File: src/rtl/grparb_pkg.sv
package grparb_pkg;
  localparam int NUM_CH = 3;
  localparam int CFG_W  = 8;
  localparam int STREAK_W = 2;
  localparam logic [CFG_W-1:0] CFG_RD_MASK = CFG_W'(8'h73);

  // 01 favours the second side, 10 the first; 00 and 11 alternate.
  typedef enum logic [1:0] {
    PRI_ALT    = 2'b00,
    PRI_SECOND = 2'b01,
    PRI_FIRST  = 2'b10,
    PRI_RSV    = 2'b11
  } prio_e;

  typedef struct packed {
    logic  keepHigh;
    prio_e grpMode;
    prio_e pairMode;
  } cfg_t;

  typedef struct packed {
    logic              issue;
    logic              clear;
    logic [NUM_CH-1:0] pick;
  } strobe_t;
endpackage

File: src/rtl/grparb_cfg.sv
module grparb_cfg
  import grparb_pkg::*;
#(
  parameter int W = CFG_W
) (
  input  logic         clk,
  input  logic         rstN,
  input  logic         we,
  input  logic [W-1:0] wdata,
  output logic [W-1:0] rdata,
  output cfg_t         cfg
);
  logic [1:0] pairReg;
  logic [1:0] grpReg;
  logic       keepReg;

  always_ff @(posedge clk or negedge rstN) begin
    if (!rstN) begin
      pairReg <= 2'b00;
      grpReg  <= 2'b00;
      keepReg <= 1'b0;
    end else if (we) begin
      pairReg <= wdata[1:0];
      grpReg  <= wdata[5:4];
      keepReg <= wdata[6];
    end
  end

  always_comb begin
    rdata        = '0;
    rdata[1:0]   = pairReg;
    rdata[5:4]   = grpReg;
    rdata[6]     = keepReg;
    cfg.keepHigh = keepReg;
    cfg.grpMode  = prio_e'(grpReg);
    cfg.pairMode = prio_e'(pairReg);
  end
endmodule

File: src/rtl/grparb_ctrl.sv
module grparb_ctrl
  import grparb_pkg::*;
(
  input  logic              clk,
  input  logic              rstN,
  input  logic [NUM_CH-1:0] req,
  input  logic              done,
  input  logic [NUM_CH-1:0] grant,
  input  cfg_t              cfg,
  output strobe_t           strobe
);
  localparam logic [STREAK_W-1:0] STREAK_MAX = STREAK_W'(2);

  // history: last pair member served, whether that is valid,
  // whether channel 2 was served last, consecutive pair grants
  logic                lastCh, lastChValid, lastWasSolo;
  logic [STREAK_W-1:0] pairStreak;
  logic                nLastCh, nLastChValid, nLastWasSolo;
  logic [STREAK_W-1:0] nPairStreak;

  logic retire, decideNow, pairReq, soloReq, bothPair;
  logic prefCh1, innerCh1, continuePair, pickPair, usePair;

  assign retire    = done && (grant != '0);
  assign decideNow = retire || (grant == '0);
  assign pairReq   = req[0] | req[1];
  assign soloReq   = req[2];
  assign bothPair  = req[0] & req[1];

  // history as it stands once the current grant retires
  always_comb begin
    nLastCh      = lastCh;
    nLastChValid = lastChValid;
    nLastWasSolo = lastWasSolo;
    nPairStreak  = pairStreak;
    if (retire) begin
      if (grant[2]) begin
        nLastWasSolo = 1'b1;
        nPairStreak  = '0;
      end else begin
        nLastWasSolo = 1'b0;
        nLastCh      = grant[1];
        nLastChValid = 1'b1;
        if (pairStreak != STREAK_MAX) nPairStreak = pairStreak + 1'b1;
      end
    end
  end

  // pair level
  always_comb begin
    unique case (cfg.pairMode)
      PRI_SECOND: prefCh1 = cfg.keepHigh ? 1'b1 : !(nLastChValid && nLastCh);
      PRI_FIRST:  prefCh1 = cfg.keepHigh ? 1'b0 : (nLastChValid && !nLastCh);
      default:    prefCh1 = nLastChValid ? !nLastCh : 1'b0;
    endcase
    innerCh1 = bothPair ? prefCh1 : req[1];
  end

  // group level
  always_comb begin
    continuePair = (nPairStreak == '0) ||
                   ((nPairStreak == STREAK_W'(1)) && (innerCh1 != nLastCh));
    unique case (cfg.grpMode)
      PRI_SECOND: pickPair = cfg.keepHigh ? 1'b0 : nLastWasSolo;
      PRI_FIRST:  pickPair = cfg.keepHigh ? 1'b1 : continuePair;
      default:    pickPair = cfg.keepHigh ? (nPairStreak == '0) : continuePair;
    endcase
    usePair = pairReq && (!soloReq || pickPair);
  end

  always_comb begin
    strobe.issue = decideNow && (req != '0);
    strobe.clear = decideNow && (req == '0);
    if (usePair)      strobe.pick = innerCh1 ? 3'b010 : 3'b001;
    else if (soloReq) strobe.pick = 3'b100;
    else              strobe.pick = 3'b000;
  end

  always_ff @(posedge clk or negedge rstN) begin
    if (!rstN) begin
      lastCh      <= 1'b1;
      lastChValid <= 1'b0;
      lastWasSolo <= 1'b0;
      pairStreak  <= '0;
    end else begin
      lastCh      <= nLastCh;
      lastChValid <= nLastChValid;
      lastWasSolo <= nLastWasSolo;
      pairStreak  <= nPairStreak;
    end
  end
endmodule

File: src/rtl/grparb_dp.sv
module grparb_dp
  import grparb_pkg::*;
(
  input  logic              clk,
  input  logic              rstN,
  input  strobe_t           strobe,
  output logic [NUM_CH-1:0] grant
);
  always_ff @(posedge clk or negedge rstN) begin
    if (!rstN)             grant <= '0;
    else if (strobe.issue) grant <= strobe.pick;
    else if (strobe.clear) grant <= '0;
  end
endmodule

File: src/rtl/grouped_dma_arbiter.sv
module grouped_dma_arbiter
  import grparb_pkg::*;
(
  input  logic              clk,
  input  logic              rstN,
  input  logic [NUM_CH-1:0] req,
  input  logic              done,
  input  logic              cfgWe,
  input  logic [CFG_W-1:0]  cfgWdata,
  output logic [CFG_W-1:0]  cfgRdata,
  output logic [NUM_CH-1:0] grant
);
  cfg_t    cfg;
  strobe_t strobe;

  grparb_cfg #(.W(CFG_W)) uCfg (
    .clk(clk), .rstN(rstN), .we(cfgWe), .wdata(cfgWdata),
    .rdata(cfgRdata), .cfg(cfg)
  );

  grparb_ctrl uCtrl (
    .clk(clk), .rstN(rstN), .req(req), .done(done),
    .grant(grant), .cfg(cfg), .strobe(strobe)
  );

  grparb_dp uDp (
    .clk(clk), .rstN(rstN), .strobe(strobe), .grant(grant)
  );
endmodule

File: config.mk
export PLATFORM = sky130hd
export DESIGN_NAME = grouped_dma_arbiter
export DESIGN_NICKNAME = d
export VERILOG_FILES = /design/src/rtl/grparb_pkg.sv /design/src/rtl/grparb_cfg.sv /design/src/rtl/grparb_ctrl.sv /design/src/rtl/grparb_dp.sv /design/src/rtl/grouped_dma_arbiter.sv
export SDC_FILE = /design/constraint.sdc
export NUM_CORES = 1
export LEC_CHECK = 0
export ABC_AREA = 1
export ABC_CLOCK_PERIOD_IN_PS = 1900
export CORE_MARGIN = 2
export CORE_UTILIZATION = 60
export CTS_BUF_LIST = sky130_fd_sc_hd__clkbuf_8 sky130_fd_sc_hd__clkbuf_16
export DETAILED_ROUTE_END_ITERATION = 16
export DONT_BUFFER_PORTS = 1
export PLACE_DENSITY = 0.76
export SLEW_MARGIN = 20
export SYNTH_ARGS = -nofsm -noshare
export SYNTH_HDL_FRONTEND = slang
export SYNTH_SLANG_ARGS = --single-unit
File: constraint.sdc
create_clock -name clk -period 1.9 [get_ports clk]
set_input_delay 0.285 -clock clk [delete_from_list [all_inputs] [get_ports clk]]
set_output_delay 0.285 -clock clk [all_outputs]
set_load 0.01 [all_outputs]
==> impl_metrics.csv <==
group,metric,value,unit
status,status,"finished, final reports clean",
synthesis,ys_types,20,
sta,slew_headroom,61.12,%
sta,layout_setup_ws,0.001385,ns
sta,post-route-min-period,1.899,ns
setup_path,startpoint,"uDp.grant[2]",
setup_path,cp-start-kind,"flip-flop",
layout,final_cells,140,
place,finalWeightedCongestion,0.7933,
sta,rsz0062_at_grt,"true",
cts,numCtsBuffers,3,
sta,setup-tns-final,0,ns
synthesis,syn-mean-instance-area,7.485,um^2
detailed_routing,firstDrtPassIters,4,
sta,hold_violations,0,
cts,cts.sinks,13,
layout,nets,146,
floorplan,die_h,41.55,um
floorplan,core,1301,um^2
layout,layout-drive-gt1-share,33.60,%
floorplan,die_w,41.55,um
sta,holdWs,0.1397,ns
global_routing,grt_pass1_vias,695,
cts,cts_root_buffer,"clkbuf_8",
global_routing,overflow,0,
detailed_routing,ant_nets,0,
place,post-dp-hpwl,1.128,mm
global_routing,grt_pass1_wl,2.822,mm
floorplan,start_util,65.00,%
setup_path,reg2reg_from,"uDp.grant[2]",
sta,post-route-period-util,99.93,%
cts,htree_num_levels,1,
synthesis,ys_ff_latch,13,
sta,worst_pin_slew,0.5813,ns
sta,fmax,0.5267,GHz
cts,cts_tree,"done",
setup_path,worst-setup-path-type,"flip-flop to flip-flop",
global_routing,track_usage,21.12,%
synthesis,synth-xor-area-share,0,%
cts,clk_pin_slew_worst_paths,0.06,ns
synthesis,synth-simple-area-share,30.47,%
global_routing,grt_max_degree,14,
synthesis,synth_top_family_by_area,"simple AND/OR/NAND/NOR gates",
run,drv_cap,0,
synthesis,post_synth_inst_count,113,
layout,fill_cells,98,
cts,clockBufferDepth,2,
min_path,worstHoldEndpoint,"uCfg.pairReg[0]",
setup_path,reg2reg_slack,0.001,ns
synthesis,ys_warn_count,0,
setup_path,arrival,2.04,ns
detailed_routing,drt_iter0_drc,16,
sta,setup_viol,0,
place,dp_cells,129,
setup_path,endpoint_kind,"flip-flop",
global_routing,antenna_found_initial,0,
power,p_leak,0.5473,nW
place,numPortBuffers,0,
synthesis,ys_seq_area_share,38.61,%
place,post-place-ws,0.01910,ns
synthesis,synth_compound_area_share,9.320,%
floorplan,io_pins,26,
detailed_routing,wl_per_cell,12.15,um
synthesis,synth_area,845.8,um^2
cts,clk_latency,0.25,ns
min_path,min_path_type,"input pin to flip-flop",
detailed_routing,via_count,716,
setup_path,crit_required,2.04,ns
synthesis,synth_fa_ha_area_share,7.396,%
detailed_routing,via_per_inst,5.114,
detailed_routing,finalWirelength,1.701,mm
setup_path,rr_endpoint,"uDp.grant[2]",
synthesis,synthMuxAreaShare,0,%
setup_path,path_max_fanout,5,
floorplan,die_area,1726,um^2
power,vdd_drop_max,0.7748,mV
detailed_routing,drc,0,
min_path,min_path_cells,1,
floorplan,rows,13,
layout,syn_to_final_growth,19.82,%
sta,slew_violations,0,
setup_path,ff2ff_path_depth,18,
sta,clock_skew,0.005464,ns
power,p_per_area,1205,nW/um^2
layout,n_antenna_cell,0,
min_path,hold_start,"cfgWe",
==> critical path, stage by stage (launching register included) <==
cell and delay, ns:
dfrtp_2 0.44, nor2_2 0.13, nand2_2 0.09, nand2_2 0.09, nand2_2 0.07, nand2_4 0.09, nor2_2 0.04, nor2_1 0.11
nand2_2 0.09, nand3_1 0.10, nand3_2 0.10, nand3_2 0.06, nand2_1 0.05, nand2_1 0.06, nand2_2 0.07, nand2_4 0.07
nand2_1 0.05, nand2_1 0.05, nand2_1 0.04
==> power by group <==
| group | switching, mW | internal [mW] |
|---|---|---|
| combinational | 0.322 | 0.246 |
| clock | 0.106 | 0.145 |
| sequential | 0.0513 | 0.350 |
==> cells in the final DEF (no fill, tap or decap) <==
| cell type | count |
|---|---|
| o22ai_2 | 1 |
| nor2_1 | 4 |
| nor2_2 | 2 |
| dfrtp_1 | 10 |
| conb_1 | 3 |
| or2_2 | 2 |
| nand2_1 | 26 |
| clkinv_2 | 1 |
| o21ai_0 | 6 |
| dfstp_2 | 1 |
| dfrtp_2 | 2 |
| nand2_2 | 10 |
| o21a_1 | 1 |
| nand3_1 | 3 |
| o22ai_1 | 1 |
| nand2_4 | 2 |
| clkbuf_8 | 3 |
| a21oi_2 | 1 |
| inv_1 | 20 |
| nand3_2 | 4 |
| a21oi_1 | 2 |
| dlygate4sd3_1 | 1 |
| ha_1 | 5 |
| inv_2 | 2 |
| a21boi_0 | 1 |
| buf_4 | 10 |
| nand3_4 | 1 |
==> stage by stage <==
stage          total power, mW  cell area, um^2  util (%)
2_1_floorplan           0.7501            853.3         -
3_3_place_gp            0.8154            868.3     66.73
3_5_place_dp            0.8332            868.3     66.73
4_1_cts                  1.090            924.6     71.06
5_1_grt                  1.336             1013     77.88
6_report                 1.221             1013     77.88
==> routing by layer <==
metal  vias up  GRT usage (%)  part of all wire (%)
met5         -              0                     0
met4         0          9.677                   3.0
met3         7          6.087                   5.1
met2        22          36.88                    53
met1       327          23.45                    39
li1        360              -                     -
==> Yosys cell counts (all sizes together) <==
master | number | area (um^2)
nand2 | 38 | 165.1
inv | 22 | 82.58
dfrtp | 12 | 300.3
nand3 | 8 | 55.05
nor2 | 6 | 25.03
o21ai | 6 | 30.03
ha | 5 | 62.56
buf | 4 | 30.03
a21oi | 3 | 15.01
o22ai | 2 | 18.77
or2 | 2 | 12.51
a21boi | 1 | 7.510
clkbuf | 1 | 3.750
conb | 1 | 3.750
dfstp | 1 | 26.28
o21a | 1 | 7.510
==> state kept, by name, summed over array words and instances (netlist names) <==
register,flops
uDp.grant,3
uCfg.keepReg,1
uCtrl.lastChValid,1
uCfg.pairReg,2
uCtrl.lastCh,1
uCfg.grpReg,2
uCtrl.lastWasSolo,1
uCtrl.pairStreak,2
==> repair_timing <==
action	in CTS	in global routing
gates resized for setup	0	14
setup endpoints to repair	0	3
hold buffers	1	0
endpoints found under the hold margin	13	0
setup buffers	0	6
==> how the worst max path moves through the flow <==
stage                         to  slack, ns
global placement    uDp.grant[2]       0.08
global route        uDp.grant[2]      -0.21
finish              uDp.grant[2]      0.001
CTS                 uDp.grant[2]      0.002
detailed placement  uDp.grant[2]       0.02
floorplan           uDp.grant[2]       0.14
==> cells by family after synthesis <==
group / count (synthesis)
AND/OR/NAND/NOR: 54
buffers and inverters: 27
AO/OA/AOI/OAI: 13
flip-flops: 13
adder cells (fa/ha/maj): 5
other: 1
==> final cells by class <==
type / instances / area, um^2 / share of cell area [%]
clock inverter: 1 / 5.005 / 0.4938
multi-input combinational: 75 / 451.7 / 44.57
timing repair buffer: 11 / 85.08 / 8.395
inverter: 22 / 82.58 / 8.148
sequential: 13 / 329.1 / 32.47
tap: 15 / 18.77 / 1.852
clock buffer: 3 / 41.29 / 4.074
No activity file was read; power rests on OpenSTA's default activity.
